--- config.mk ---
export PLATFORM = sky130hd
export DESIGN_NAME = calreq_servicer
export DESIGN_NICKNAME = d
export VERILOG_FILES = /design/src/rtl/calreq_pkg.sv /design/src/rtl/calreq_en_delay.sv /design/src/rtl/calreq_seq.sv /design/src/rtl/calreq_servicer.sv
export SDC_FILE = /design/constraint.sdc
export NUM_CORES = 1
export LEC_CHECK = 0
export BUFFER_PORTS_ARGS = -buffer_cell sky130_fd_sc_hd__buf_2
export CORE_AREA = 2 2 85 87
export CTS_CLUSTER_DIAMETER = 100
export DETAILED_ROUTE_END_ITERATION = 7
export DIE_AREA = 0 0 87 89
export SYNTH_ARGS = -nofsm -noshare
export SYNTH_HDL_FRONTEND = slang
export SYNTH_SLANG_ARGS = --single-unit
--- constraint.sdc ---
create_clock -name clk -period 2.72 [get_ports clk]
set_input_delay 0.544 -clock clk [delete_from_list [all_inputs] [get_ports clk]]
set_output_delay 0.544 -clock clk [all_outputs]
set_load 0.03 [all_outputs]
--- src/rtl/calreq_pkg.sv ---
package calreq_pkg;

    typedef struct packed {
        logic cs_n;
        logic ras_n;
        logic cas_n;
        logic we_n;
    } ctl_t;

    localparam ctl_t CTL_IDLE  = 4'b1111;
    localparam ctl_t CTL_ACT   = 4'b0011;
    localparam ctl_t CTL_READ  = 4'b0101;
    localparam ctl_t CTL_WRITE = 4'b0100;
    localparam ctl_t CTL_PRECH = 4'b0010;

    // address bit that selects all banks on a precharge
    localparam int PRECH_ALL_BIT = 10;

    typedef enum logic [2:0] {
        ST_IDLE,
        ST_PAUSE,
        ST_SAMPLE,
        ST_COLWR,
        ST_ACKSET,
        ST_PRE,
        ST_FIN
    } st_e;

endpackage

--- src/rtl/calreq_en_delay.sv ---
module calreq_en_delay #(
    parameter int DELAY = 4,
    parameter int LEN   = 1
) (
    input  logic clk,
    input  logic rst_n,
    input  logic fire_i,
    output logic en_o
);
    localparam int N = DELAY + LEN - 1;

    logic [N-1:0] sh_d, sh_q;

    generate
        if (N == 1) begin : g_single
            always_comb sh_d = fire_i;
        end else begin : g_chain
            always_comb sh_d = {sh_q[N-2:0], fire_i};
        end
    endgenerate

    always_ff @(posedge clk) begin
        if (!rst_n) sh_q <= '0;
        else        sh_q <= sh_d;
    end

    // bit k is visible k+1 cycles after the command cycle
    assign en_o = |sh_q[N-1:DELAY-1];

endmodule

--- src/rtl/calreq_seq.sv ---
module calreq_seq
    import calreq_pkg::*;
#(
    parameter int REQ_AW    = 8,
    parameter int ROW_W     = 13,
    parameter int BANK_W    = 2,
    parameter int PAUSE_CYC = 20
) (
    input  logic              clk,
    input  logic              rst_n,
    input  logic              start_i,
    input  logic              cal_done_i,
    input  logic              req_rd_i,
    input  logic              req_wr_i,
    input  logic [REQ_AW-1:0] req_addr_i,
    output ctl_t              ctl_o,
    output logic [ROW_W-1:0]  addr_o,
    output logic [BANK_W-1:0] bank_o,
    output logic              rd_fire_o,
    output logic              wr_fire_o,
    output logic              ack_rd_o,
    output logic              ack_wr_o,
    output logic              done_o
);
    localparam int CNT_W = $clog2(PAUSE_CYC + 1);
    localparam logic [CNT_W-1:0] CNT_LOAD = CNT_W'(PAUSE_CYC - 1);

    typedef struct packed {
        st_e               st;
        logic [CNT_W-1:0]  cnt;
        ctl_t              ctl;
        logic [ROW_W-1:0]  addr;
        logic              rd_fire;
        logic              wr_fire;
        logic              cap_rd;
        logic              cap_wr;
        logic [REQ_AW-1:0] cap_addr;
        logic              ack_rd;
        logic              ack_wr;
        logic              done;
    } seq_s;

    seq_s s_d, s_q;

    function automatic logic [ROW_W-1:0] col_of(input logic [REQ_AW-1:0] w);
        return ROW_W'(w) << 2;
    endfunction

    always_comb begin
        s_d         = s_q;
        s_d.ctl     = CTL_IDLE;
        s_d.addr    = '0;
        s_d.rd_fire = 1'b0;
        s_d.wr_fire = 1'b0;
        s_d.ack_rd  = 1'b0;
        s_d.ack_wr  = 1'b0;
        unique case (s_q.st)
            ST_IDLE: begin
                s_d.done = 1'b0;
                if (start_i) begin
                    s_d.ctl = CTL_ACT;
                    s_d.cnt = CNT_LOAD;
                    s_d.st  = ST_PAUSE;
                end
            end
            ST_PAUSE: begin
                if (s_q.cnt == '0) s_d.st  = ST_SAMPLE;
                else               s_d.cnt = s_q.cnt - 1'b1;
            end
            ST_SAMPLE: begin
                if (cal_done_i) begin
                    s_d.ctl                 = CTL_PRECH;
                    s_d.addr[PRECH_ALL_BIT] = 1'b1;
                    s_d.st                  = ST_PRE;
                end else begin
                    s_d.cap_rd   = req_rd_i;
                    s_d.cap_wr   = req_wr_i;
                    s_d.cap_addr = req_addr_i;
                    if (req_rd_i) begin
                        s_d.ctl     = CTL_READ;
                        s_d.addr    = col_of(req_addr_i);
                        s_d.rd_fire = 1'b1;
                        s_d.st      = req_wr_i ? ST_COLWR : ST_ACKSET;
                    end else if (req_wr_i) begin
                        s_d.ctl     = CTL_WRITE;
                        s_d.addr    = col_of(req_addr_i);
                        s_d.wr_fire = 1'b1;
                        s_d.st      = ST_ACKSET;
                    end else begin
                        s_d.cnt = CNT_LOAD;
                        s_d.st  = ST_PAUSE;
                    end
                end
            end
            ST_COLWR: begin
                s_d.ctl     = CTL_WRITE;
                s_d.addr    = col_of(s_q.cap_addr);
                s_d.wr_fire = 1'b1;
                s_d.st      = ST_ACKSET;
            end
            ST_ACKSET: begin
                s_d.ack_rd = s_q.cap_rd;
                s_d.ack_wr = s_q.cap_wr;
                s_d.cnt    = CNT_LOAD;
                s_d.st     = ST_PAUSE;
            end
            ST_PRE: begin
                s_d.done = 1'b1;
                s_d.st   = ST_FIN;
            end
            ST_FIN: begin
                if (!start_i) begin
                    s_d.done = 1'b0;
                    s_d.st   = ST_IDLE;
                end
            end
            default: s_d.st = ST_IDLE;
        endcase
    end

    always_ff @(posedge clk) begin
        if (!rst_n) begin
            s_q          <= '0;
            s_q.st       <= ST_IDLE;
            s_q.ctl      <= CTL_IDLE;
        end else begin
            s_q <= s_d;
        end
    end

    assign ctl_o     = s_q.ctl;
    assign addr_o    = s_q.addr;
    assign bank_o    = '0;
    assign rd_fire_o = s_q.rd_fire;
    assign wr_fire_o = s_q.wr_fire;
    assign ack_rd_o  = s_q.ack_rd;
    assign ack_wr_o  = s_q.ack_wr;
    assign done_o    = s_q.done;

endmodule

--- src/rtl/calreq_servicer.sv ---
module calreq_servicer
    import calreq_pkg::*;
#(
    parameter int REQ_AW    = 8,
    parameter int ROW_W     = 13,
    parameter int BANK_W    = 2,
    parameter int PAUSE_CYC = 20,
    parameter int RD_DELAY  = 7,
    parameter int RD_LEN    = 1,
    parameter int WR_DELAY  = 4,
    parameter int WR_LEN    = 1
) (
    input  logic              clk,
    input  logic              rst_n,
    input  logic              start,
    input  logic              phy_cal_done,
    input  logic              phy_rd_pend,
    input  logic              phy_wr_pend,
    input  logic [REQ_AW-1:0] phy_req_addr,
    output logic              ack_rd,
    output logic              ack_wr,
    output logic              cmd_cs_n,
    output logic              cmd_ras_n,
    output logic              cmd_cas_n,
    output logic              cmd_we_n,
    output logic [ROW_W-1:0]  cmd_addr,
    output logic [BANK_W-1:0] cmd_bank,
    output logic              rddata_en,
    output logic              wrdata_en,
    output logic              done
);
    ctl_t ctl;
    logic rd_fire, wr_fire;

    calreq_seq #(
        .REQ_AW   (REQ_AW),
        .ROW_W    (ROW_W),
        .BANK_W   (BANK_W),
        .PAUSE_CYC(PAUSE_CYC)
    ) u_seq (
        .clk       (clk),
        .rst_n     (rst_n),
        .start_i   (start),
        .cal_done_i(phy_cal_done),
        .req_rd_i  (phy_rd_pend),
        .req_wr_i  (phy_wr_pend),
        .req_addr_i(phy_req_addr),
        .ctl_o     (ctl),
        .addr_o    (cmd_addr),
        .bank_o    (cmd_bank),
        .rd_fire_o (rd_fire),
        .wr_fire_o (wr_fire),
        .ack_rd_o  (ack_rd),
        .ack_wr_o  (ack_wr),
        .done_o    (done)
    );

    calreq_en_delay #(.DELAY(RD_DELAY), .LEN(RD_LEN)) u_rd_dly (
        .clk   (clk),
        .rst_n (rst_n),
        .fire_i(rd_fire),
        .en_o  (rddata_en)
    );

    calreq_en_delay #(.DELAY(WR_DELAY), .LEN(WR_LEN)) u_wr_dly (
        .clk   (clk),
        .rst_n (rst_n),
        .fire_i(wr_fire),
        .en_o  (wrdata_en)
    );

    assign cmd_cs_n  = ctl.cs_n;
    assign cmd_ras_n = ctl.ras_n;
    assign cmd_cas_n = ctl.cas_n;
    assign cmd_we_n  = ctl.we_n;

endmodule

### Word level (Yosys, flattened, before mapping)

Cells that the tools add are included.

* register bits: 51
* output and inout bits: 24

* $add $sub $neg: 1
* equality and inequality tests: 13
* mux-type cells: 27
* bitwise operators: 3
* reductions and logical operators: 10

Operators with widths (count)
* $mux 17: 2
* $pmux 13 s2: 1
* $mux 22: 1
* $pmux 3 s7: 1
* $mux 5: 4
* $pmux 5 s4: 1
* $mux 3: 6
* $mux 12: 1
* $ne 2x2->1 const B: 6
* $pmux 4 s3: 1
* $eq 3x3->1 const B: 3
* $eq 3x2->1 const B: 2
* $reduce_and 2->1: 3
* $reduce_and 6->1: 1
* $logic_not 5->1: 1
* $mux 1: 5
* $sub 5x1->5 const B: 1
* $mux 4: 1
* $reduce_bool 4->1: 1
* $eq 3x1->1 const B: 1
* $logic_not 3->1: 1
* $not 1->1: 3
* $pmux 1 s3: 1
* $reduce_and 3->1: 1
* 5 further kinds: 5

### Logic depth before layout (Yosys ltp)

* word-level depth: 4
* gate-level depth with buffers: 6

### Modules after synthesis

A second synthesis with hierarchy kept.

* cells, all modules: 228
* area total of the unflattened synthesis: 2112.0 µm²

By module, submodules not included
* calreq_seq: instances 1, cells an instance 206, area an instance 1823.0 µm², seq. area each 720.7 µm²
* calreq_en_delay at u_rd_dly: instances 1, cells an instance 14, area an instance 183.9 µm², seq. area each 140.1 µm²
* calreq_en_delay at u_wr_dly: instances 1, cells an instance 8, area an instance 105.1 µm², seq. area each 80.1 µm²

### Least setup slack after synthesis

Ideal clock, no wire load.

* kind: reg2reg
* from: register u_seq.s_q[32] (netlist bit)
* to: register u_seq.s_q[34] (netlist bit)
* data arrival time: 1444 ps
* setup slack: 1144 ps
* stages on the path, launching flop included: 7
* buffers on the path: 0
* period minus slack after synthesis: 1576 ps
* cell sequence: dfxtp_1 -> inv_1 -> ha_1 -> nor4b_1 -> o311a_2 -> o31ai_1 -> a21oi_1

* cells in the longest elaborated chain, start to end: 3
* elaborated cells between the ends (all ways): 6

RTL lines
* from (decl): line calreq_seq.sv:43 `seq_s s_d, s_q;`
* $sub 5x1->5 / $logic_not 5->1 (equally long branches): line calreq_seq.sv:68, calreq_seq.sv:67
* $mux 5 / $ne 2x2->1 (equally long branches)
* $pmux 5 s4 / $reduce_and 6->1 (equally long branches)

Parallel ways exist; a longest one is shown, timed or not. The select of a mux whose other input is x is not followed.
A chain may end at the register's enable or synchronous reset.

### Final worst setup path

* from: register u_seq.s_q[37] (netlist bit)
* to: register u_seq.s_q[35] (netlist bit)

* cells in the longest elaborated chain, start to end: 3
* elaborated cells between the ends (all ways): 12

RTL lines
* $eq 3x1->1 (tied with other cells): line calreq_seq.sv:57 `unique case (s_q.st)`
* $ne 2x2->1 (no line) / $reduce_bool 4->1 (equally long branches)
* $reduce_and 6->1 (no line)

Parallel ways exist; a longest one is shown, timed or not.

==> qor.yml <==
timing:
  fin_tns_setup_ns: 0
  setup_viol: 0
  fmax_mhz: 523.0
  hold_violations: 0
  finalCritPeriodShare_pct: 70.30
  relSlewSlack_pct: 55.83
  worstMarginPinSlew_ns: 0.6533
  skew_ns: 0.008069
  slew_viol_final: 0
  fin_crit_ns: 1.912
  rsz0062_at_grt: "no"
worst_setup_path:
  cp_slowest_cell: "dfxtp_1"
  r2r-start: "u_seq.s_q[37]"
  r2r_cells: 4
  cp.arrival_ns: 2.13
  worstPathRequired_ns: 2.94
  reg2reg_slack_ns: 0.81
  start_kind: "register"
  timing_worst_setup_path_type: "register to register"
  crit_chain: "inv_1, nor3_1, o41ai_1, a211oi_2"
  critPathMaxStageDelay_ns: 0.69
  crit_fanout: 16
  r2r_end: "u_seq.s_q[35]"
  cp-end-kind: "register"
  path_buf_inv: 1
  crit_family: "flip-flops"
  worst-path-stages: 4
clock_network:
  cts_hold_buf: 0
  cts_buffers: 5
  clk_pin_slew_worst_paths_ns: 0.08
  cts-resized-gates: 0
  post-cts-setup-buffers: 0
  clockBufferDepth: 2
  tritoncts: "yes"
  clkSinkCount: 47
  htreeDepth: 2
  root_buffer: "clkbuf_8"
  clock_latency_ns: 0.29
layout:
  finalNonFillerCells: 318
  nNetsFinal: 257
  antenna_cells: 0
  area_growth_pct: 9.219
  drive_above_1_share_pct: 19.33
  fin_util_pct: 33.09
global_route:
  grt_pass1_wl_um: 6161
  grt_use_total_pct: 10.30
  grt_pass1_vias: 1267
  grt_max_degree: 24
  antenna_found_initial: 0
  overflow: 0
synth:
  yosys.area_share.simple_pct: 20.84
  synthArstFlopShare_pct: 0
  synth_ff_type: "dfxtp_1"
  syn_area_per_cell_um2: 9.253
  synthDistinctLibCells: 46
  yosysWarnings: 0
  synth-edff-count: 0
  synth_xor_area_share_pct: 0.4302
  postSynthCellCount: 220
  synth_top_family_by_area: "simple AND/OR/NAND/NOR gates"
  synthAdderAreaFrac_pct: 3.688
  synth_mux_area_share_pct: 0.9834
  synth_area_um2: 2036
  ys_seq_elements: 47
  ys_seq_area_share_pct: 46.22
  synth_compound_area_share_pct: 17.39
route:
  drcViolationCount: 0
  via_count: 1449
  post_drt_wl_per_cell_um: 12.50
  antenna_left: 0
  first_pass_iters: 4
  drt_iter0_drc: 115
  via_per_inst: 4.557
  wl_um: 3974
die:
  dieArea_um2: 7743
  io_pins: 38
  die_x_um: 87
  core.rowCount: 30
  fp.dieH_um: 89
  core_um2: 6719
  start_util_pct: 30.30
hold_path:
  hold_depth: 1
  hold_end: "u_wr_dly.sh_q[1]"
  min-delay-start: "u_wr_dly.sh_q[0]"
  hold_class: "register to register"
place:
  dp.cells: 310
  routabilityCongestion: 0.8106
  port-buffer-count: 31
  post-dp-hpwl_um: 2845
power:
  vdd_drop_max_mv: 0.2069
  powerDensity_nw_per_um2: 717.3
  leakage_nw: 0.8856
run_status:
  status: "finished clean"
flow_run:
  maxCapViolations: 0
synthesized netlist by cell type (all sizes together) (3+ instances only):
library cell / n / area share, %
nor2: 20 / 4.9
o211ai: 3 / 1.1
and2: 13 / 4.0
buf: 22 / 7.7
nand2: 25 / 4.6
dfxtp: 47 / 46
nor3: 4 / 0.98
a22oi: 9 / 3.3
o21ai: 4 / 0.98
ha: 6 / 3.7
clkbuf: 5 / 0.92
inv: 9 / 1.7
a21oi: 18 / 4.4
worst max-delay path by stage:
stage,from,endpoint,slack [ns]
3_3_place_gp,u_seq.s_q[37],u_seq.s_q[35],0.88
2_1_floorplan,u_seq.s_q[32],u_seq.s_q[34],1.14
3_5_place_dp,u_seq.s_q[37],u_seq.s_q[35],0.85
6_report,u_seq.s_q[37],u_seq.s_q[35],0.81
4_1_cts,u_seq.s_q[37],u_seq.s_q[35],0.84
5_1_grt,u_seq.s_q[37],u_seq.s_q[35],0.66
layout make-up:
type / instances / area (µm²)
fillers: 695 / 4496
flip-flops and latches: 47 / 940.9
clock buffers: 7 / 76.32
repair buffers: 32 / 162.7
well taps: 80 / 100.1
inverters: 9 / 33.78
multi-input cells: 142 / 904.6
clock inverters: 1 / 5.005
metal layers:
layer	global-route usage [%]	vias up	wire (µm)
met5	0	-	0
met2	14.99	24	1776
met4	4.261	0	53
met1	14.32	654	2005
li1	-	767	-
met3	2.862	4	138
where the power goes:
| group | leakage (nW) | switching, W | internal (W) |
|---|---|---|---|
| clock | 0.0422 | 0.000222 | 0.000181 |
| combinational | 0.463 | 0.000226 | 0.000157 |
| sequential | 0.380 | 0.0000717 | 0.000737 |
| total | 0.886 | 0.000520 | 0.00107 |
logic make-up (layout without fill, tap and decap cells):
logic type	Yosys count	after routing
AO/OA/AOI/OAI	49	49
XOR/XNOR	1	1
adder cells (fa/ha/maj)	6	6
buffers and inverters	36	49
flip-flops	47	47
multiplexers	2	2
other	1	6
AND/OR/NAND/NOR	78	78
flip-flops by register name (all words and copies together) (netlist names), 4 cells and up:
name and count:
u_wr_dly.sh_q 4, u_seq.ctl_o 4, u_seq.s_q 18, u_rd_dly.sh_q 7, u_seq.addr_o 9
through the flow:
stage	worst slack, ns	area [µm²]	total power (W)	hold WS [ns]
after CTS	0.8368	2223	0.001612	0.4390
after detailed placement	0.8511	2142	0.001207	0.4195
final	0.8079	2223	0.001595	0.4363
after global placement	0.8824	2142	0.001208	0.4145
after global routing	0.6637	2223	0.001700	0.4568
after floorplan	1.144	2054	0.001129	0.4119
layout by cell type (no fill, tap or decap), drive strengths merged, types with 2 or more instances in the layout:
cell	instances
dfxtp	47
buf	32
nand2	25
nor2	20
a21oi	18
and2	13
inv	9
a22oi	9
clkbuf	7
ha	6
conb	6
o21ai	4
nor3	4
o211ai	3
nand2b	2
nor2b	2
o31ai	2
a221o	2
mux2i	2
and4	2
nor4b	2
Power figures use the tool's default switching activity.
